<file path="src/rtl/txts_pkg.sv">
package txts_pkg;

  typedef enum logic [2:0] {
    ST_FIRST,
    ST_SECOND,
    ST_TXWAIT,
    ST_WRITE,
    ST_CLOSE
  } seq_st_e;

  typedef struct packed {
    logic ok;
    logic bad;
    logic err;
    logic irq;
  } cls_info_t;

endpackage

</file>
<file path="src/rtl/txts_seq.sv">
module txts_seq
  import txts_pkg::*;
#(
  parameter int AW         = 32,
  parameter int LW         = 16,
  parameter int FCB_LEN    = 8,
  parameter int TS_OFF     = 16,
  parameter int ALIGN_BITS = 3,
  parameter int PAGE_BITS  = 12
) (
  input  logic          clk,
  input  logic          rst_n,
  input  logic          cfg_rec_en,
  input  logic [LW-1:0] cfg_tx_thr,
  input  logic          desc_valid,
  output logic          desc_ready,
  input  logic [AW-1:0] desc_ptr,
  input  logic [LW-1:0] desc_len,
  input  logic          desc_last,
  input  logic          desc_toe,
  input  logic          fcb_ptp,
  input  logic          desc_irq,
  input  logic          tx_done,
  output logic          wr_start,
  output logic [AW-1:0] wr_addr,
  input  logic          wr_done,
  output logic          cls_valid,
  input  logic          cls_ready,
  output cls_info_t     cls_info,
  output logic          close_fire
);

  // Store address: pointer plus offset, forced down to the alignment grain.
  function automatic logic [AW-1:0] dest_of(input logic [AW-1:0] p);
    logic [AW-1:0] s;
    s = p + AW'(TS_OFF);
    return {s[AW-1:ALIGN_BITS], {ALIGN_BITS{1'b0}}};
  endfunction

  // The reserve area lies in another page than the control block.
  function automatic logic crosses_page(input logic [AW-1:0] p);
    logic [AW-1:0] d;
    d = dest_of(p);
    return p[AW-1:PAGE_BITS] != d[AW-1:PAGE_BITS];
  endfunction

  function automatic logic len_meets(input logic [LW-1:0] len, input logic last,
                                     input logic [LW-1:0] thr);
    return last || (len >= thr);
  endfunction

  seq_st_e       st;
  logic [AW-1:0] ptr_q;
  logic          fcb_ok_q, toe_q, ptp_q, two_q, irq_q, short_q;
  cls_info_t     info_q;

  logic want, bad_lay, tx_take;

  assign want       = cfg_rec_en & toe_q & ptp_q & two_q;
  assign bad_lay    = crosses_page(ptr_q) | ~fcb_ok_q;
  assign tx_take    = (st == ST_TXWAIT) & tx_done;
  assign wr_start   = tx_take & want & ~bad_lay;
  assign wr_addr    = dest_of(ptr_q);
  assign desc_ready = (st == ST_FIRST) | (st == ST_SECOND) | (st == ST_TXWAIT);
  assign cls_valid  = (st == ST_CLOSE);
  assign close_fire = cls_valid & cls_ready;
  assign cls_info   = info_q;

  always_ff @(posedge clk) begin
    if (!rst_n) begin
      st       <= ST_FIRST;
      ptr_q    <= '0;
      fcb_ok_q <= 1'b0;
      toe_q    <= 1'b0;
      ptp_q    <= 1'b0;
      two_q    <= 1'b0;
      irq_q    <= 1'b0;
      short_q  <= 1'b0;
      info_q   <= '0;
    end else begin
      unique case (st)
        ST_FIRST: if (desc_valid) begin
          ptr_q    <= desc_ptr;
          fcb_ok_q <= (desc_len == LW'(FCB_LEN));
          toe_q    <= desc_toe;
          ptp_q    <= fcb_ptp;
          irq_q    <= desc_irq;
          two_q    <= 1'b0;
          short_q  <= 1'b0;
          st       <= desc_last ? ST_TXWAIT : ST_SECOND;
        end
        ST_SECOND: if (desc_valid) begin
          two_q   <= 1'b1;
          irq_q   <= desc_irq;
          short_q <= ~len_meets(desc_len, desc_last, cfg_tx_thr);
          st      <= ST_TXWAIT;
        end
        ST_TXWAIT: if (tx_done) begin
          info_q.ok  <= wr_start & ~short_q;
          info_q.bad <= wr_start & short_q;
          info_q.err <= want & bad_lay;
          info_q.irq <= irq_q;
          st         <= wr_start ? ST_WRITE : ST_CLOSE;
        end
        ST_WRITE: if (wr_done) st <= ST_CLOSE;
        ST_CLOSE: if (cls_ready) st <= ST_FIRST;
        default: st <= ST_FIRST;
      endcase
    end
  end

endmodule

</file>
<file path="src/rtl/txts_beat_wr.sv">
module txts_beat_wr #(
  parameter int AW = 32,
  parameter int DW = 32
) (
  input  logic            clk,
  input  logic            rst_n,
  input  logic            start,
  input  logic [AW-1:0]   addr,
  input  logic [2*DW-1:0] ts,
  output logic            mw_valid,
  input  logic            mw_ready,
  output logic [AW-1:0]   mw_addr,
  output logic [DW-1:0]   mw_data,
  output logic            done
);

  localparam int BEAT_BYTES = DW / 8;

  logic          busy, lo_beat;
  logic [AW-1:0] base_q;
  logic [DW-1:0] hi_q, lo_q;

  assign mw_valid = busy;
  assign mw_addr  = base_q + (lo_beat ? AW'(BEAT_BYTES) : '0);
  assign mw_data  = lo_beat ? lo_q : hi_q;
  assign done     = busy & lo_beat & mw_ready;

  always_ff @(posedge clk) begin
    if (!rst_n) begin
      busy    <= 1'b0;
      lo_beat <= 1'b0;
      base_q  <= '0;
      hi_q    <= '0;
      lo_q    <= '0;
    end else if (start) begin
      busy    <= 1'b1;
      lo_beat <= 1'b0;
      base_q  <= addr;
      hi_q    <= ts[2*DW-1:DW];
      lo_q    <= ts[DW-1:0];
    end else if (busy && mw_ready) begin
      if (lo_beat) begin
        busy    <= 1'b0;
        lo_beat <= 1'b0;
      end else begin
        lo_beat <= 1'b1;
      end
    end
  end

endmodule

</file>
<file path="src/rtl/txts_cap.sv">
module txts_cap #(
  parameter int TW = 64
) (
  input  logic          clk,
  input  logic          rst_n,
  input  logic          tx_done,
  input  logic [TW-1:0] tx_ts,
  output logic [TW-1:0] cap_ts,
  output logic          cap_evt
);

  always_ff @(posedge clk) begin
    if (!rst_n) begin
      cap_ts  <= '0;
      cap_evt <= 1'b0;
    end else begin
      cap_evt <= tx_done;
      if (tx_done) cap_ts <= tx_ts;
    end
  end

endmodule

</file>
<file path="src/rtl/txts_wb_ctrl.sv">
module txts_wb_ctrl
  import txts_pkg::*;
#(
  parameter int AW         = 32,
  parameter int LW         = 16,
  parameter int DW         = 32,
  parameter int FCB_LEN    = 8,
  parameter int TS_OFF     = 16,
  parameter int ALIGN_BITS = 3,
  parameter int PAGE_BITS  = 12,
  localparam int TW        = 2 * DW
) (
  input  logic          clk,
  input  logic          rst_n,
  input  logic          cfg_rec_en,
  input  logic [LW-1:0] cfg_tx_thr,
  input  logic          desc_valid,
  output logic          desc_ready,
  input  logic [AW-1:0] desc_ptr,
  input  logic [LW-1:0] desc_len,
  input  logic          desc_last,
  input  logic          desc_toe,
  input  logic          fcb_ptp,
  input  logic          desc_irq,
  input  logic          tx_done,
  input  logic [TW-1:0] tx_ts,
  output logic          mw_valid,
  input  logic          mw_ready,
  output logic [AW-1:0] mw_addr,
  output logic [DW-1:0] mw_data,
  output logic          cls_valid,
  input  logic          cls_ready,
  output logic          cls_ts_ok,
  output logic          cls_ts_bad,
  output logic          cls_err,
  output logic          evt_txf,
  output logic [TW-1:0] cap_ts,
  output logic          cap_evt
);

  // Named internal events, visible to the bound checker.
  logic          wr_start;
  logic          wr_done;
  logic          close_fire;
  logic [AW-1:0] wr_addr;
  cls_info_t     info;
  logic          evt_q;

  txts_seq #(
    .AW(AW), .LW(LW), .FCB_LEN(FCB_LEN), .TS_OFF(TS_OFF),
    .ALIGN_BITS(ALIGN_BITS), .PAGE_BITS(PAGE_BITS)
  ) u_seq (
    .clk(clk), .rst_n(rst_n),
    .cfg_rec_en(cfg_rec_en), .cfg_tx_thr(cfg_tx_thr),
    .desc_valid(desc_valid), .desc_ready(desc_ready),
    .desc_ptr(desc_ptr), .desc_len(desc_len), .desc_last(desc_last),
    .desc_toe(desc_toe), .fcb_ptp(fcb_ptp), .desc_irq(desc_irq),
    .tx_done(tx_done),
    .wr_start(wr_start), .wr_addr(wr_addr), .wr_done(wr_done),
    .cls_valid(cls_valid), .cls_ready(cls_ready),
    .cls_info(info), .close_fire(close_fire)
  );

  txts_beat_wr #(.AW(AW), .DW(DW)) u_wr (
    .clk(clk), .rst_n(rst_n),
    .start(wr_start), .addr(wr_addr), .ts(tx_ts),
    .mw_valid(mw_valid), .mw_ready(mw_ready),
    .mw_addr(mw_addr), .mw_data(mw_data), .done(wr_done)
  );

  txts_cap #(.TW(TW)) u_cap (
    .clk(clk), .rst_n(rst_n),
    .tx_done(tx_done), .tx_ts(tx_ts),
    .cap_ts(cap_ts), .cap_evt(cap_evt)
  );

  always_ff @(posedge clk) begin
    if (!rst_n) evt_q <= 1'b0;
    else        evt_q <= close_fire & info.irq;
  end

  assign cls_ts_ok  = info.ok;
  assign cls_ts_bad = info.bad;
  assign cls_err    = info.err;
  assign evt_txf    = evt_q;

endmodule

</file>
<file path="config.mk">
export PLATFORM = sky130hd
export DESIGN_NAME = txts_wb_ctrl
export DESIGN_NICKNAME = d
export VERILOG_FILES = /design/src/rtl/txts_pkg.sv /design/src/rtl/txts_seq.sv /design/src/rtl/txts_beat_wr.sv /design/src/rtl/txts_cap.sv /design/src/rtl/txts_wb_ctrl.sv
export SDC_FILE = /design/constraint.sdc
export NUM_CORES = 1
export LEC_CHECK = 0
export ABC_AREA = 1
export BUFFER_PORTS_ARGS = -buffer_cell sky130_fd_sc_hd__buf_2
export CORE_MARGIN = 2
export CORE_UTILIZATION = 59
export CTS_BUF_LIST = sky130_fd_sc_hd__clkbuf_8
export DETAILED_ROUTE_END_ITERATION = 7
export GPL_TIMING_DRIVEN = 1
export MAX_ROUTING_LAYER = met4
export PLACE_DENSITY = 0.88
export SLEW_MARGIN = 20
export SYNTH_ARGS = -nofsm -noshare
export SYNTH_HDL_FRONTEND = slang
export SYNTH_HIERARCHICAL = 1
export SYNTH_SLANG_ARGS = --single-unit
</file>
<file path="constraint.sdc">
create_clock -name clk -period 4.1 [get_ports clk]
set_input_delay 0.615 -clock clk [delete_from_list [all_inputs] [get_ports clk]]
set_output_delay 0.615 -clock clk [all_outputs]
set_load 0.03 [all_outputs]
</file>
Word level (Yosys, flattened, before mapping)
Cells that the tools add are included.

Register bits after elaboration: 206. Latch bits: 0. Memory bits (writable): 0. Bits in read-only memories: 0. Input bits: 139. Output and inout port bits: 136. Logic and storage cells: 88. Memories kept: 0.

$add $sub $neg: 2. Multiply operators: 0. Div/mod/pow operators: 0. Magnitude comparators: 1. Equal/unequal tests: 11. Shift-type cells: 0. Muxes and demuxes: 19. Bitwise operators: 21. Reductions and logical operators: 14.

Operators with widths (number): adder 32 bit (1); adder 32 x 5 -> 32 bit (second input constant) (1); two-way mux 32 bit (1); two-way mux 3 bit (7); inequality test 20 bit (1); == test 16 x 4 -> 1 bit (second input constant) (1); greater-or-equal comparator 16 bit (1); case mux 3 bit (5 select lines) (1); AND 1 bit (13); inequality test 2 bit (second input constant) (4); AND reduction 2 bit (4); two-way mux 1 bit (7); == test 3 x 2 -> 1 bit (second input constant) (2); nonzero test 2 bit (3); inverter 1 bit (5); AND reduction 5 bit (1); case mux 1 bit (2 select lines) (2); OR reduction 2 bit (2); == test 3 x 1 -> 1 bit (second input constant) (1); == test 3 bit (second input constant) (1); zero test 3 bit (1); bitwise OR 1 bit (3); AND reduction 3 bit (1); two-way mux 2 bit (1); 3 further kinds (3).

Logic depth before layout (Yosys ltp)
Depth in word-level cells: 8. Depth in mapped cells: 15. Depth with buffers taken out: 14.

By module
The synthesis kept the hierarchy.

By module, submodules not included: txts_beat_wr (instances 1, cells each 699, area an instance 4670.7 sq um, sequential area each 1961.9 sq um); txts_seq (instances 1, cells each 392, area an instance 2772.7 sq um, sequential area each 840.8 sq um); txts_cap (instances 1, cells each 408, area an instance 2648.8 sq um, sequential area each 1301.2 sq um); txts_wb_ctrl (instances 1, cells each 4, area an instance 33.8 sq um, sequential area each 20.0 sq um).

Worst setup path after synthesis
No wires, ideal clock.

Path kind: flip-flop to output port. From: register, netlist name u_wr/base_q[2]. To: output port mw_addr[18]. Data arrival time: 1.589 ns. Data required time: 3.485 ns. Path slack: 1.896 ns. Stages on the path, launching flop included: 8. Buffers on the path: 0. Path through: dfxtp_1 -> ha_1 -> ha_1 -> inv_1 -> nor2_1 -> nand2_4 -> nor2_4 -> xor2_1.

RTL lines: to (decl) (RTL line txts_wb_ctrl.sv:29) `output logic [AW-1:0] mw_addr,`.

Worst setup path after layout
From: register u_wr.lo_beat. To: output port mw_data[12].

Longest elaborated chain between the ends: 1.

Ends and longest elaborated chain: from (decl) (RTL line txts_beat_wr.sv:19) `logic busy, lo_beat;`; from (signal assigned) (RTL line txts_beat_wr.sv:31) `lo_beat <= 1'b0;`; from (signal assigned) (RTL line txts_beat_wr.sv:37) `lo_beat <= 1'b0;`; from (signal assigned) (RTL line txts_beat_wr.sv:44) `lo_beat <= 1'b0;`; two-way mux 32 bit (RTL line txts_beat_wr.sv:25) `assign mw_data = lo_beat ? lo_q : hi_q;`; to (decl) (RTL line txts_wb_ctrl.sv:30) `output logic [DW-1:0] mw_data,`.

No other way between the ends.

==> qor.yml <==
viasPerCell: 5.078
status: "completed"
nNetsFinal: 1904
core_mm2: 0.01670
clock_skew_ns: 0.02688
path_max_fanout: 33
holdBufCountCts: 0
synth.avg_cell_area_um2: 6.737
start_util: 0.6063
post_cts.repair.setup_buffers: 0
required_ns: 3.48
ios: 275
rsz0062_at_grt: "no"
p_leak_uw: 0.006539
synth_edf_count: 0
ys_seq_area_frac: 0.4073
grt_pass1_vias: 9118
post-dp-hpwl_um: 19500
setup_viol: 0
crit_path_end_kind: "output pin"
drtAntennaViolNets: 0
tightest_slew_ns: 1.074
rows: 47
cts-root-buf: "clkbuf_8"
fin_util: 0.7197
synth.top_cell.area_share: 0.4073
drt_iter0_markers: 858
p_per_area_mw_per_mm2: 374.9
period_share: 0.6851
die_w_um: 135.0
ctsLongestPathBuffers: 3
slew_viol_final: 0
fmax_mhz: 356.0
cts_tree: "done"
synth_area_leaders: "dfxtp_1 41%, nor2_1 14%, nand2_1 13%"
gpl.final_weighted_congestion: 0.9068
wl_per_cell_um: 13.67
nFillCells: 1421
ctsResizeCount: 0
die_h_um: 135.0
vias: 10070
drtPass1Iterations: 5
netlist_area_mm2: 0.01013
synth_top_area_cell: "dfxtp_1"
cts.sinks: 206
drc_errors: 0
h-tree-depth: 2
tns_ns: 0
period_needed_ns: 2.809
synth-async-reset-ratio: 0
drv_cap: 0
relSlewSlack: 0.2840
critPathKind: "reg -> out"
clk_latency_ns: 0.50
grt_max_degree: 107
grt_pass1_wl_um: 43320
cts_buffers: 35
antenna_found_initial: 1
yosysWarnings: 6
peakVddDrop_mv: 0.2887
wl_um: 27130
gr-total-overflow: 0
dieArea_mm2: 0.01823
synth_ff_type: "dfxtp_1"
areaGrowthSynthToFinish_pct: 18.71
netlist_instances: 1503
ys_ff_latch: 206
clk_pin_slew_worst_paths_ns: 0.06
worstHoldPathType: "in -> reg"
dp.cells: 1928
finalHoldViolCount: 0
worstPathArrival_ns: 2.19
synth_cell_types: 41
gr-usage-all-layers: 0.2977
critPathLaunchType: "flip-flop"
final_cell_count_no_fill: 1984
port-buffer-count: 271
drive_gt1_frac: 0.2093
[state kept, by name, indices dropped and copies added, names as in the netlist]
register,flops
u_seq/ptr_q,29
u_seq/cls_info,4
u_seq/two_q,1
u_wr/mw_valid,1
u_seq/short_q,1
u_wr/hi_q,32
u_seq/st,3
u_cap/cap_ts,64
u_wr/base_q,32
u_seq/fcb_ok_q,1
u_seq/irq_q,1
evt_txf,1
u_cap/cap_evt,1
u_seq/toe_q,1
u_wr/lo_beat,1
u_seq/ptp_q,1
u_wr/lo_q,32
[cell type report]
type	count	area (um^2)	area share
clock buffers	40	550.5	0.04580
repair buffers	277	1419	0.1180
diodes	1	2.502	0.0002082
clock inverters	15	66.31	0.005517
well taps	220	275.3	0.02290
multi-input cells	1074	5014	0.4171
inverters	151	569.3	0.04736
flip-flops and latches	206	4124	0.3431
[logic make-up (layout without fill, tap and decap cells)]
| family | after synthesis | count (layout) | synth area share |
|---|---|---|---|
| buffers and inverters | 225 | 483 | 0.09836 |
| AND/OR/NAND/NOR | 831 | 831 | 0.3447 |
| XOR/XNOR | 40 | 40 | 0.03460 |
| flip-flops | 206 | 206 | 0.4073 |
| adder cells (fa/ha/maj) | 20 | 20 | 0.02471 |
| AO/OA/AOI/OAI | 180 | 180 | 0.08995 |
| other | 1 | 4 | 0.0003703 |
[cells in the mapped netlist, types with 3 or more instances]
cell type  instances
clkbuf_1          25
xnor2_1            5
nand3_1           17
a21oi_1           44
nor2_1           382
nand4_1           11
nor3_4             3
inv_1            142
inv_2              6
nand2_1          364
nor4_1             4
nand2_4            4
nor2_2             5
ha_1              20
o21ai_1            9
buf_2             21
o21ai_0          123
xor2_1            35
buf_6              6
dfxtp_1          206
nor2_4            10
buf_4             20
nand3b_1           7
nand2_2            9
nor3_1             5
[power breakdown]
group          leakage [uW]  internal [uW]  switching, uW  total [uW]
Sequential          0.00168           2110           89.9        2200
Combinational       0.00450            210            421         630
Clock              0.000355            883            794        1680
[per-stage QoR]
stage	total power [uW]	worst slack, ns	instance area [um^2]	hold WS (ns)
2_1_floorplan	2655	1.896	10130	0.4241
3_5_place_dp	2858	1.447	11400	0.4414
3_3_place_gp	2836	1.516	11400	0.4383
6_report	4506	1.291	12020	0.3541
4_1_cts	4533	1.273	12020	0.3266
5_1_grt	4708	1.147	12020	0.3405
[worst max-delay path, cell delays in order (launching register included)]
cell and delay [ns]:
dfxtp_1 0.36, buf_4 0.35, clkinv_1 0.32, buf_4 0.32, nand2_1 0.12, nand2_1 0.05, buf_2 0.18
[metal layers]
layer,GRT usage,up-vias,wire length [um]
met3,0.05856,53,2149
li1,-,5088,-
met4,0.1019,0,722
met5,-,-,0
met1,0.3869,4520,11850
met2,0.4667,413,12410
[cells in the final DEF (no fill, tap or decap), types with 11 or more instances in the layout]
cell and count:
nand2_1 364, a21oi_1 44, inv_1 151, clkbuf_8 40
o21ai_0 123, xor2_1 35, nand4_1 11, nand3_1 17
dfxtp_1 206, buf_2 269, ha_1 20, nor2_1 382
[worst paths after layout]
path                     to              start  slack, ns  cells after the start
min          u_seq/ptr_q[5]        desc_ptr[5]       0.35                      3
max reg2reg   u_wr/lo_q[21]     u_seq/ptr_q[5]       1.37                     11
min reg2reg         evt_txf  u_seq/cls_info[0]       0.45                      2
max             mw_data[12]       u_wr/lo_beat       1.29                      6
Note: power is estimated with default switching activity, not from simulation.
